**config.mk**
```make
export PLATFORM = sky130hd
export DESIGN_NAME = prio_enc_cascade
export DESIGN_NICKNAME = d
export VERILOG_FILES = /design/src/rtl/prio_enc_pkg.sv /design/src/rtl/pe_top_find.sv /design/src/rtl/pe_code_or.sv /design/src/rtl/prio_enc_unit.sv /design/src/rtl/prio_enc_cascade.sv
export SDC_FILE = /design/constraint.sdc
export NUM_CORES = 1
export LEC_CHECK = 0
export ABC_AREA = 1
export ABC_CLOCK_PERIOD_IN_PS = 1500
export BUFFER_PORTS_ARGS = -buffer_cell sky130_fd_sc_hd__clkbuf_2
export CORE_UTILIZATION = 35
export DETAILED_ROUTE_END_ITERATION = 8
export MAX_ROUTING_LAYER = met4
export PLACE_DENSITY = 0.76
export SLEW_MARGIN = 25
export SYNTH_ARGS = -nofsm -noshare
export SYNTH_HDL_FRONTEND = slang
export SYNTH_HIERARCHICAL = 1
export SYNTH_SLANG_ARGS = --single-unit
```
**constraint.sdc**
```tcl
create_clock -name vclk -period 1.5
set_clock_uncertainty 0.1 [all_clocks]
set_input_delay 0.375 -clock vclk [all_inputs]
set_output_delay 0.375 -clock vclk [all_outputs]
set_load 0.1 [all_outputs]
```
**src/rtl/prio_enc_pkg.sv**
```systemverilog
package prio_enc_pkg;
  localparam int unsigned DEF_UNIT_REQS = 8;
endpackage

```
**src/rtl/pe_top_find.sv**
```systemverilog
module pe_top_find #(
  parameter int unsigned N = 8
) (
  input  logic [N-1:0] req,
  output logic [N-1:0] top_hot
);
  // term i is set only when request i is active and all higher ones are idle
  for (genvar i = 0; i < N; i++) begin : g_hot
    if (i == N - 1) begin : g_msb
      assign top_hot[i] = req[i];
    end else begin : g_rest
      assign top_hot[i] = req[i] & ~(|req[N-1:i+1]);
    end
  end
endmodule

```
**src/rtl/pe_code_or.sv**
```systemverilog
module pe_code_or #(
  parameter int unsigned N  = 8,
  parameter int unsigned CW = $clog2(N)
) (
  input  logic [N-1:0]  top_hot,
  output logic [CW-1:0] code
);
  logic [CW-1:0][N-1:0] sel;

  for (genvar b = 0; b < CW; b++) begin : g_bit
    for (genvar i = 0; i < N; i++) begin : g_term
      assign sel[b][i] = (((i >> b) & 1) == 1) ? top_hot[i] : 1'b0;
    end
    assign code[b] = |sel[b];
  end
endmodule

```
**src/rtl/prio_enc_unit.sv**
```systemverilog
module prio_enc_unit #(
  parameter int unsigned N = prio_enc_pkg::DEF_UNIT_REQS,
  localparam int unsigned CW = $clog2(N)
) (
  input  logic [N-1:0]  req_n,
  input  logic          ein_n,
  output logic [CW-1:0] code_n,
  output logic          gs_n,
  output logic          eout_n
);
  logic [N-1:0]  req;
  logic [N-1:0]  top_hot;
  logic [CW-1:0] code;
  logic          armed;
  logic          any_req;

  assign req     = ~req_n;
  assign armed   = ~ein_n;
  assign any_req = |req;

  pe_top_find #(.N(N)) u_find (
    .req     (req),
    .top_hot (top_hot)
  );

  pe_code_or #(.N(N), .CW(CW)) u_code (
    .top_hot (top_hot),
    .code    (code)
  );

  always_comb begin
    code_n = '1;
    gs_n   = 1'b1;
    eout_n = 1'b1;
    if (armed) begin
      if (any_req) begin
        code_n = ~code;
        gs_n   = 1'b0;
      end else begin
        eout_n = 1'b0;
      end
    end
  end
endmodule

```
**src/rtl/prio_enc_cascade.sv**
```systemverilog
module prio_enc_cascade #(
  parameter int unsigned UNIT_REQS = prio_enc_pkg::DEF_UNIT_REQS,
  localparam int unsigned UCW   = $clog2(UNIT_REQS),
  localparam int unsigned TOTAL = 2 * UNIT_REQS
) (
  input  logic [TOTAL-1:0] req_n,
  input  logic             ein_n,
  output logic [UCW:0]     code_n,
  output logic             gs_n,
  output logic             eout_n
);
  logic [UCW-1:0] hi_code_n, lo_code_n;
  logic           hi_gs_n, lo_gs_n;
  logic           hi_eout_n, lo_eout_n;

  prio_enc_unit #(.N(UNIT_REQS)) u_hi (
    .req_n  (req_n[TOTAL-1:UNIT_REQS]),
    .ein_n  (ein_n),
    .code_n (hi_code_n),
    .gs_n   (hi_gs_n),
    .eout_n (hi_eout_n)
  );

  prio_enc_unit #(.N(UNIT_REQS)) u_lo (
    .req_n  (req_n[UNIT_REQS-1:0]),
    .ein_n  (hi_eout_n),
    .code_n (lo_code_n),
    .gs_n   (lo_gs_n),
    .eout_n (lo_eout_n)
  );

  assign code_n = {hi_gs_n, hi_code_n & lo_code_n};
  assign gs_n   = hi_gs_n & lo_gs_n;
  assign eout_n = lo_eout_n;
endmodule

```
==> results.cfg <==
[setup_path]
cpMostUsedCell = nor2_1
crit_required_ns = 1.02
crit_chain = buf_8 -> inv_6 -> inv_1 -> nor2_1 -> nor2_1 -> nand2_1 -> nand3_2 -> nand2_2 -> clkinvlp_4 -> buf_12
cp_slowest_stage_delay_ns = 0.19
crit_path_end_kind = output pin
critPathArrivalTime_ns = 1.47
start_kind = input pin
cp_max_fo = 3
crit_slowest_cell = nor2_1
worstSetupPathType = in -> out

[power]
vdd_drop_max_mv = 0.2035
power_leakage_uw = 0.0004983
powerDensity_nw_per_um2 = 307.6

[drt]
ant_nets = 0
vias = 724
drt_iter0_drc = 27
vias_per_cell = 5.099
wirelength_mm = 2.107
wl_per_cell_um = 14.84
dr.pass1.iters = 4
route.detailed.drc = 0

[sta]
relSlewSlack = 0.8575
fmax_mhz = 513.0
worst_pin_slew_ns = 0.2130
timing.final.max_slew_violations = 0
hold_viol = 0
timing.final.crit_period_ns = 1.949
whs_ns = 1.220
rsz0062_at_grt = true
layout_setup_ws_ns = -0.4494
period_share = 1.300
finalSetupViolCount = 6

[layout]
register_area_um2 = 0
drive_above_1_share = 0.7188
diodes = 0
final_cell_mix = 14 x nand2_1, 11 x nor2_1, 9 x clkbuf_2, 9 x inv_1, 9 x nor2_2
fillCellCount = 34
numSequentialCells = 0
layout_commonest_cell = nand2_1
syn2layout_area_growth_pct = 145.7
clock_buffers = 0
nets = 147

[clocking]
cts_hold_buf = 0

[global_route]
grt_overflow = 0
grt_use_total = 0.2590
antenna_found_initial = 0
grt_pass1_vias = 630
grt_start_max_net_pins = 6
grt_pass1_wl_mm = 2.559

[worst_hold_path]
hp-start = req_n[0]
min_path_type = in -> out
hold_path_depth = 6
min_to = eout_n

[status]
violations = setup timing
status = finished with violations

[floorplan]
dieArea_um2 = 1382
rows = 12
io_pins = 23
die_w_um = 37.17
die_h_um = 37.17
coreArea_um2 = 1126
start_util = 0.3844

[placement]
numPortBuffers = 23
place_hpwl_mm = 1.066
place_ws_ns = -0.4309
place_congestion = 0.7888

[job]
cap_violations = 0

[yosys]
yosysWarnings = 6
synthCells = 99
avgSynthCellArea_um2 = 4.373
syn_nets = 116
syn_area_um2 = 432.9
[power by group]
part | total [uW] | internal [uW] | switching [uW] | leakage, uW
Sequential | 0 | 0 | 0 | 0
Clock | 0 | 0 | 0 | 0
Combinational | 327 | 131 | 196 | 0.000498
Total | 327 | 131 | 196 | 0.000498
[critical path: cells and delay by family]
family / cells / cell delay (ns)
buffers and inverters: 5 / 0.48
and+or+nand+nor: 5 / 0.62
[what timing repair did]
item / 4_1_cts / 5_1_grt
endpoints found under the hold margin: 0 / 0
endpoints found under the setup margin: 6 / 6
resized for setup: 21 / 31
pin swaps: 19 / 20
buffers inserted: 1 / 1
[worst max-delay path by stage]
stage                   start        end  slack, ns  cells after the start
finish               req_n[6]  code_n[1]      -0.45                     10
CTS                  req_n[6]  code_n[1]      -0.34                     11
floorplan            req_n[7]  code_n[1]      -0.27                      9
global route         req_n[6]  code_n[1]      -0.47                     10
detailed placement   req_n[7]  code_n[1]      -0.43                     11
global placement    req_n[15]  code_n[2]      -0.39                     11
[per-stage QoR]
| step | cell area, um2 | instances | TNS (ns) | total power (uW) | utilization |
|---|---|---|---|---|---|
| after floorplan | 591.8 | 99 | -1.147 | 168.1 | - |
| after global placement | 852.1 | 141 | -2.053 | 255.7 | 0.7567 |
| after detailed placement | 852.1 | 141 | -2.235 | 262.4 | 0.7567 |
| after CTS | 974.7 | 142 | -1.544 | 290.5 | 0.8656 |
| after global routing | 1064 | 142 | -2.061 | 341.6 | 0.9444 |
| final | 1064 | 142 | -1.840 | 327.1 | 0.9444 |
[layer usage]
metal / routed length [um] / GRT usage
met2: 1140 / 0.5482
met1: 749 / 0.2536
met5: 0 / -
met4: 102 / 0.03704
met3: 114 / 0.01220
[cell type report]
class                      instances  area [um2]  share of cell area
inverter                          28       167.7              0.1576
multi-input combinational         68       499.2              0.4694
tap                               14       17.52             0.01647
timing repair buffer              32       379.1              0.3565
Power figures use the tool's default switching activity.
